==> config.mk <==
export PLATFORM = sky130hd
export DESIGN_NAME = trig_ctrl
export DESIGN_NICKNAME = d
export VERILOG_FILES = /design/src/rtl/trig_pkg.sv /design/src/rtl/trig_debounce.sv /design/src/rtl/trig_opt_regs.sv /design/src/rtl/trig_select.sv /design/src/rtl/trig_ctrl.sv
export SDC_FILE = /design/constraint.sdc
export NUM_CORES = 1
export LEC_CHECK = 0
export BUFFER_PORTS_ARGS = -buffer_cell sky130_fd_sc_hd__buf_2
export CAP_MARGIN = 5
export CORE_ASPECT_RATIO = 2
export CORE_UTILIZATION = 37
export DETAILED_ROUTE_END_ITERATION = 12
export GPL_ROUTABILITY_DRIVEN = 0
export PLACE_DENSITY = 0.51
export SLEW_MARGIN = 0
export SYNTH_ARGS = -nofsm -noshare
export SYNTH_HDL_FRONTEND = slang
export SYNTH_SLANG_ARGS = --single-unit
==> constraint.sdc <==
create_clock -name clk -period 2.8 [get_ports clk]
set_input_delay 0 -clock clk [delete_from_list [all_inputs] [get_ports clk]]
set_output_delay 0 -clock clk [all_outputs]
set_load 0.02 [all_outputs]
==> src/rtl/trig_pkg.sv <==
// Shared types of the trigger controller: the per-group option word.
package trig_pkg;
    // Per-group options; packed order gives bit2 retrig, bit1 hold, bit0 edge.
    typedef struct packed {
        logic retrig;
        logic hold;
        logic edge_mode;
    } trig_opt_t;

    localparam int OPT_W = $bits(trig_opt_t);
endpackage

==> src/rtl/trig_debounce.sv <==
// Input filter: the stable level follows the raw input only after the raw
// input has differed from it for DEB_TICKS consecutive ticks.
// Assumes raw_i is already synchronous to clk. rise_o pulses in the same
// cycle that the stable level goes high.
module trig_debounce #(
    parameter int DEB_TICKS = 132
) (
    input  logic clk,
    input  logic rst_n,
    input  logic tick_i,
    input  logic raw_i,
    output logic lvl_o,
    output logic rise_o
);
    localparam int CNT_W = $clog2(DEB_TICKS + 1);

    logic [CNT_W-1:0] cnt_q;
    logic             lvl_q;
    logic             rise_q;

    // Count ticks of disagreement and take the new level once the window is full.
    always_ff @(posedge clk) begin
        if (!rst_n) begin
            cnt_q  <= '0;
            lvl_q  <= 1'b0;
            rise_q <= 1'b0;
        end else begin
            rise_q <= 1'b0;
            if (raw_i == lvl_q) begin
                cnt_q <= '0;
            end else if (tick_i) begin
                if (cnt_q == CNT_W'(DEB_TICKS - 1)) begin
                    cnt_q  <= '0;
                    lvl_q  <= raw_i;
                    rise_q <= raw_i;
                end else begin
                    cnt_q <= cnt_q + 1'b1;
                end
            end
        end
    end

    assign lvl_o  = lvl_q;
    assign rise_o = rise_q;
endmodule

==> src/rtl/trig_opt_regs.sv <==
// Option register file: one option word per group, written at configuration
// time. It has one combinational read port. Addresses beyond NUM_GROUPS
// read zero and are not written.
module trig_opt_regs
    import trig_pkg::*;
#(
    parameter int NUM_GROUPS = 30,
    parameter int CODE_W     = 5
) (
    input  logic              clk,
    input  logic              rst_n,
    input  logic              we_i,
    input  logic [CODE_W-1:0] waddr_i,
    input  trig_opt_t         wdata_i,
    input  logic [CODE_W-1:0] raddr_i,
    output trig_opt_t         rdata_o
);
    trig_opt_t mem_q [NUM_GROUPS];

    // Clear all options on reset; store a word on a valid write.
    always_ff @(posedge clk) begin
        if (!rst_n) begin
            for (int g = 0; g < NUM_GROUPS; g++) mem_q[g] <= '0;
        end else if (we_i && (int'(waddr_i) < NUM_GROUPS)) begin
            mem_q[waddr_i] <= wdata_i;
        end
    end

    // Guarded read of the addressed group.
    always_comb begin
        rdata_o = '0;
        if (int'(raddr_i) < NUM_GROUPS) rdata_o = mem_q[raddr_i];
    end
endmodule

==> src/rtl/trig_select.sv <==
// Request encoder: turns filtered edges into one request per cycle.
// Key mode: the lowest rising key wins, otherwise a step press takes the
// sequential pointer. Coded mode: a step press latches the low key levels
// as a group code; reserved and out-of-range codes make no request.
module trig_select #(
    parameter int NUM_KEYS   = 8,
    parameter int NUM_GROUPS = 30,
    parameter int CODE_W     = 5
) (
    input  logic                        clk,
    input  logic                        rst_n,
    input  logic                        cpu_mode_i,
    input  logic [NUM_KEYS-1:0]         key_rise_i,
    input  logic [CODE_W-1:0]           code_i,
    input  logic                        seq_rise_i,
    input  logic [CODE_W-1:0]           last_grp_i,
    output logic                        req_v_o,
    output logic [CODE_W-1:0]           req_grp_o,
    output logic                        req_seq_o,
    output logic [$clog2(NUM_KEYS)-1:0] req_idx_o
);
    localparam int IDX_W    = $clog2(NUM_KEYS);
    localparam int MAX_CODE = (1 << CODE_W) - 2;
    localparam int LIMIT    = (NUM_GROUPS < MAX_CODE) ? NUM_GROUPS : MAX_CODE;
    localparam logic [CODE_W-1:0] FIRST_SEQ = CODE_W'(NUM_KEYS);

    logic [CODE_W-1:0] ptr_q;
    logic              wrap;

    assign wrap = (ptr_q >= last_grp_i) || (int'(ptr_q) >= LIMIT - 1);

    // Step the sequential pointer on each step press in key mode that is used.
    always_ff @(posedge clk) begin
        if (!rst_n) begin
            ptr_q <= FIRST_SEQ;
        end else if (!cpu_mode_i && seq_rise_i && (key_rise_i == '0)) begin
            ptr_q <= wrap ? FIRST_SEQ : ptr_q + 1'b1;
        end
    end

    // Pick the winning request of this cycle.
    always_comb begin
        req_v_o   = 1'b0;
        req_grp_o = '0;
        req_seq_o = 1'b0;
        req_idx_o = '0;
        if (cpu_mode_i) begin
            if (seq_rise_i && (int'(code_i) < LIMIT)) begin
                req_v_o   = 1'b1;
                req_grp_o = code_i;
                req_seq_o = 1'b1;
            end
        end else begin
            if (seq_rise_i) begin
                req_v_o   = 1'b1;
                req_grp_o = ptr_q;
                req_seq_o = 1'b1;
            end
            for (int i = NUM_KEYS - 1; i >= 0; i--) begin
                if (key_rise_i[i]) begin
                    req_v_o   = 1'b1;
                    req_grp_o = CODE_W'(i);
                    req_seq_o = 1'b0;
                    req_idx_o = IDX_W'(i);
                end
            end
        end
    end
endmodule

==> src/rtl/trig_ctrl.sv <==
// Trigger controller top: filters the trigger inputs and holds the play state.
// It issues start/stop pulses by the current group's options.
// Assumes all inputs are synchronous to clk and that end_i is a one-cycle
// pulse from the sequencer. Priority: interrupt, hold release, retrigger
// request, end of group, new request while idle.
module trig_ctrl
    import trig_pkg::*;
#(
    parameter int NUM_KEYS   = 8,
    parameter int NUM_GROUPS = 30,
    parameter int CODE_W     = 5,
    parameter int DEB_TICKS  = 132
) (
    input  logic                clk,
    input  logic                rst_n,
    input  logic                tick_i,
    input  logic                cpu_mode_i,
    input  logic [NUM_KEYS-1:0] key_i,
    input  logic                seq_i,
    input  logic                irq_stop_i,
    input  logic [CODE_W-1:0]   last_grp_i,
    input  logic                cfg_we_i,
    input  logic [CODE_W-1:0]   cfg_addr_i,
    input  logic [OPT_W-1:0]    cfg_opt_i,
    input  logic                end_i,
    output logic                start_o,
    output logic                stop_o,
    output logic [CODE_W-1:0]   grp_o
);
    localparam int IDX_W = $clog2(NUM_KEYS);

    logic [NUM_KEYS-1:0] key_lvl, key_rise;
    logic                seq_lvl, seq_rise;
    logic                req_v, req_seq;
    logic [CODE_W-1:0]   req_grp;
    logic [IDX_W-1:0]    req_idx;
    trig_opt_t           cur_opt;

    logic                play_q, play_n;
    logic                start_q, start_n, stop_q, stop_n;
    logic [CODE_W-1:0]   grp_q, grp_n;
    logic                src_seq_q, src_seq_n;
    logic [IDX_W-1:0]    src_idx_q, src_idx_n;
    logic                src_lvl;

    // One filter per key.
    for (genvar k = 0; k < NUM_KEYS; k++) begin : g_key
        trig_debounce #(.DEB_TICKS(DEB_TICKS)) u_deb (
            .clk(clk), .rst_n(rst_n), .tick_i(tick_i),
            .raw_i(key_i[k]), .lvl_o(key_lvl[k]), .rise_o(key_rise[k])
        );
    end

    trig_debounce #(.DEB_TICKS(DEB_TICKS)) u_deb_seq (
        .clk(clk), .rst_n(rst_n), .tick_i(tick_i),
        .raw_i(seq_i), .lvl_o(seq_lvl), .rise_o(seq_rise)
    );

    trig_select #(.NUM_KEYS(NUM_KEYS), .NUM_GROUPS(NUM_GROUPS), .CODE_W(CODE_W)) u_sel (
        .clk(clk), .rst_n(rst_n), .cpu_mode_i(cpu_mode_i),
        .key_rise_i(key_rise), .code_i(key_lvl[CODE_W-1:0]),
        .seq_rise_i(seq_rise), .last_grp_i(last_grp_i),
        .req_v_o(req_v), .req_grp_o(req_grp), .req_seq_o(req_seq), .req_idx_o(req_idx)
    );

    trig_opt_regs #(.NUM_GROUPS(NUM_GROUPS), .CODE_W(CODE_W)) u_opt (
        .clk(clk), .rst_n(rst_n), .we_i(cfg_we_i), .waddr_i(cfg_addr_i),
        .wdata_i(trig_opt_t'(cfg_opt_i)), .raddr_i(grp_q), .rdata_o(cur_opt)
    );

    // Level of the input that started the current group.
    assign src_lvl = src_seq_q ? seq_lvl : key_lvl[src_idx_q];

    // Next play state and command pulses.
    always_comb begin
        play_n    = play_q;
        start_n   = 1'b0;
        stop_n    = 1'b0;
        grp_n     = grp_q;
        src_seq_n = src_seq_q;
        src_idx_n = src_idx_q;
        if (irq_stop_i) begin
            stop_n = play_q;
            play_n = 1'b0;
        end else if (play_q && cur_opt.hold && !src_lvl) begin
            stop_n = 1'b1;
            play_n = 1'b0;
        end else if (req_v && (!play_q || cur_opt.retrig)) begin
            start_n   = 1'b1;
            play_n    = 1'b1;
            grp_n     = req_grp;
            src_seq_n = req_seq;
            src_idx_n = req_idx;
        end else if (play_q && end_i) begin
            if (!cur_opt.edge_mode && src_lvl) start_n = 1'b1;
            else                               play_n  = 1'b0;
        end
    end

    // Register state and outputs.
    always_ff @(posedge clk) begin
        if (!rst_n) begin
            play_q    <= 1'b0;
            start_q   <= 1'b0;
            stop_q    <= 1'b0;
            grp_q     <= '0;
            src_seq_q <= 1'b0;
            src_idx_q <= '0;
        end else begin
            play_q    <= play_n;
            start_q   <= start_n;
            stop_q    <= stop_n;
            grp_q     <= grp_n;
            src_seq_q <= src_seq_n;
            src_idx_q <= src_idx_n;
        end
    end

    assign start_o = start_q;
    assign stop_o  = stop_q;
    assign grp_o   = grp_q;
endmodule

==> results.md <==
- Status: finished, final reports clean
- FILL cells: 2536
- Residual DRC: 0
- Synth Instances: 910
- IO Pins: 36
- Crit path capture type: flip-flop
- Vias in the first global route: 6891
- CORE AREA: 25750 sq um
- Hold Slack: 23.44 ps
- CTS tree: built
- Latest clock arrival within the worst-skew pair: 510 ps
- Post-synth EDFFs: 96
- Worst slew margin: 54.15%
- Max-slew violations: 0
- Starting Density: 37.92%
- Drt total wl: 23060 um
- Area delta synth->final: 14.12%
- Total clock buffers created by CTS: 21
- Clock Path Buffers: 3
- Synthesis-stage register bit count: 208
- Ys flop type: dfxtp_1
- Register area share after synthesis: 52.47%
- Clk root buf: clkbuf_16
- Rows: 83
- Die width: 116.9 um
- Largest net degree at the start of global routing: 37
- Clock Pin Slew Worst Setup and Hold Paths: 60 ps
- Fin Clk Skew: 10.33 ps
- Remaining Overflow, GRT: 0
- R2r worst-path depth: 7
- Synthesized area per cell: 10.73 sq um
- Yosys cell types: 55
- Post-route setup TNS: 0 ps
- Cell count of the worst hold path: 3
- DR pass1 iterations: 6
- Arr. time, crit path: 2960 ps
- Vias per cell: 5.110
- Crit share post-route: 91.34%
- Via Count: 6740
- Area of the multi-input gates: 4418 sq um
- Commonest cells post-synth: nor2_1, dfxtp_1, edfxtp_1
- Area leader, netlist: edfxtp_1
- Final setup violation count: 0
- Drt wl/cell: 17.48 um
- Die height: 231.8 um
- Die area: 27090 sq um
- Final worst path period need: 2557 ps
- Slew at the pin with the worst max-slew slack: 685.7 ps
- DPL Wire Length: 17150 um
- Reg area: 5126 sq um
- Max-Cap Viols: 0
- CTS Hold Bufs: 12
- Endpoints failing hold: 0
- First-pass GRT wire length: 36220 um
- Post-DRT Antenna Nets: 0
- Pwr Density: 571.5 nW/um^2
- Fmax: 391.0 MHz
- Worst hold endpoint: g_key[3].u_deb.cnt_q[1]$_SDFFE_PP0P_
- Nets: 1009
- Peak supply drop: 0.0003213 V
- Mapped Area: 9767 sq um
- Post-synth ARST share: 0%
- Min-delay src: tick_i
- Layout cells sized above 1: 12.07%
- Kind of critical path: reg2reg
- Initial antenna violation count: 1
- Largest cells by area after synthesis: edfxtp_1, dfxtp_1, and2_1
- Leakage: 4.029 nW
- Required time worst endpoint: 3200 ps
- Startpoint types: flip-flop
- Iter 0 DRT Violations: 319
- Global Route Usage Sum: 17.86%
- Min-delay worst type: in2reg
- Clock sink count: 208
- Port-buffer cells: 35
- Number of setup buffers added after CTS: 0
- Count leader, synth: nor2_1
- CP Max Fanout: 13
- Top cell type's share of synthesized area: 29.52%
- RSZ-0062 raised after global routing: false
- H-tree levels: 1
- Syn. warnings: 0
- Post-CTS Resized: 0
- R2R Setup Slk: 240 ps
==> stage by stage <==
stage	cell area (sq um)	std cells	setup WS (ps)	util [%]	power, W
floorplan	9786	915	397.4	-	0.003524
finish	11150	1319	242.6	43.28	0.006369
CTS	11140	1318	236.6	43.27	0.006459
global route	11140	1318	88.67	43.27	0.006586
global placement	10360	1269	297.9	40.24	0.003659
detailed placement	10360	1269	255.2	40.24	0.003660
==> report_power, final <==
part	internal [W]	switching (W)
Sequential	0.00326	0.0000459
Clock	0.00160	0.00117
Combinational	0.000107	0.000182
Total	0.00497	0.00140
==> cell type report <==
class | count | share of cell area, %
inverters | 19 | 0.6399
clock buffers | 29 | 5.097
repair buffers | 65 | 3.974
flip-flops and latches | 208 | 45.99
diodes | 1 | 0.02245
well taps | 340 | 3.817
multi-input cells | 649 | 39.64
clock inverters | 8 | 0.8195
==> cells in the final DEF, fill, tap and decap left out, types with 23 or more instances in the layout <==
master    instances
nor2_1          137
dfxtp_1         111
edfxtp_1         96
and2_1           91
nand2_1          63
xor2_1           47
buf_2            35
o21ai_0          34
mux2i_1          29
xnor2_1          29
nand3_1          27
nand4_1          23
==> routing by layer <==
| layer | GRT usage (%) | routed length [um] |
|---|---|---|
| met1 | 16.84 | 8097 |
| met4 | 8.703 | 985 |
| met5 | 0 | 0 |
| met2 | 35.89 | 13230 |
| met3 | 2.428 | 741 |
==> cell families after synthesis <==
logic type	share of synthesized area, %
simple gates	20.96
flops	52.47
compound gates	5.791
xor+xnor	6.815
mux	9.390
buf+inv	2.485
fa+ha+maj	2.050
other cells	0.03840
==> critical path, cell delays in order, from the launching register on <==
cell and delay (ps):
dfxtp_2 490, mux2i_1 110, mux4_2 490, a221o_1 360, a221oi_4 370, buf_4 250, a21oi_1 100, a311oi_1 270
==> registers in the layout (all words and copies together), names as in the netlist, named ones only <==
register	count
src_idx_q	3
g_key.u_deb.rise_o	8
g_key.u_deb.cnt_q	64
grp_o	5
src_seq_q	1
start_o	1
u_opt.mem_q	96
g_key.u_deb.lvl_o	8
u_deb_seq.lvl_o	1
u_sel.ptr_q	5
play_q	1
u_deb_seq.cnt_q	8
stop_o	1
u_deb_seq.rise_o	1
==> how the worst max path moves through the flow <==
stage	startpoint	end	slack, ps	depth (start not counted)
4_1_cts	flip-flop	flip-flop	240	7
5_1_grt	flip-flop	flip-flop	90	7
3_5_place_dp	flip-flop	flip-flop	260	7
3_3_place_gp	flip-flop	flip-flop	300	7
2_1_floorplan	flip-flop	flip-flop	400	6
6_report	flip-flop	flip-flop	240	7
(Power assumes the default switching activity.)
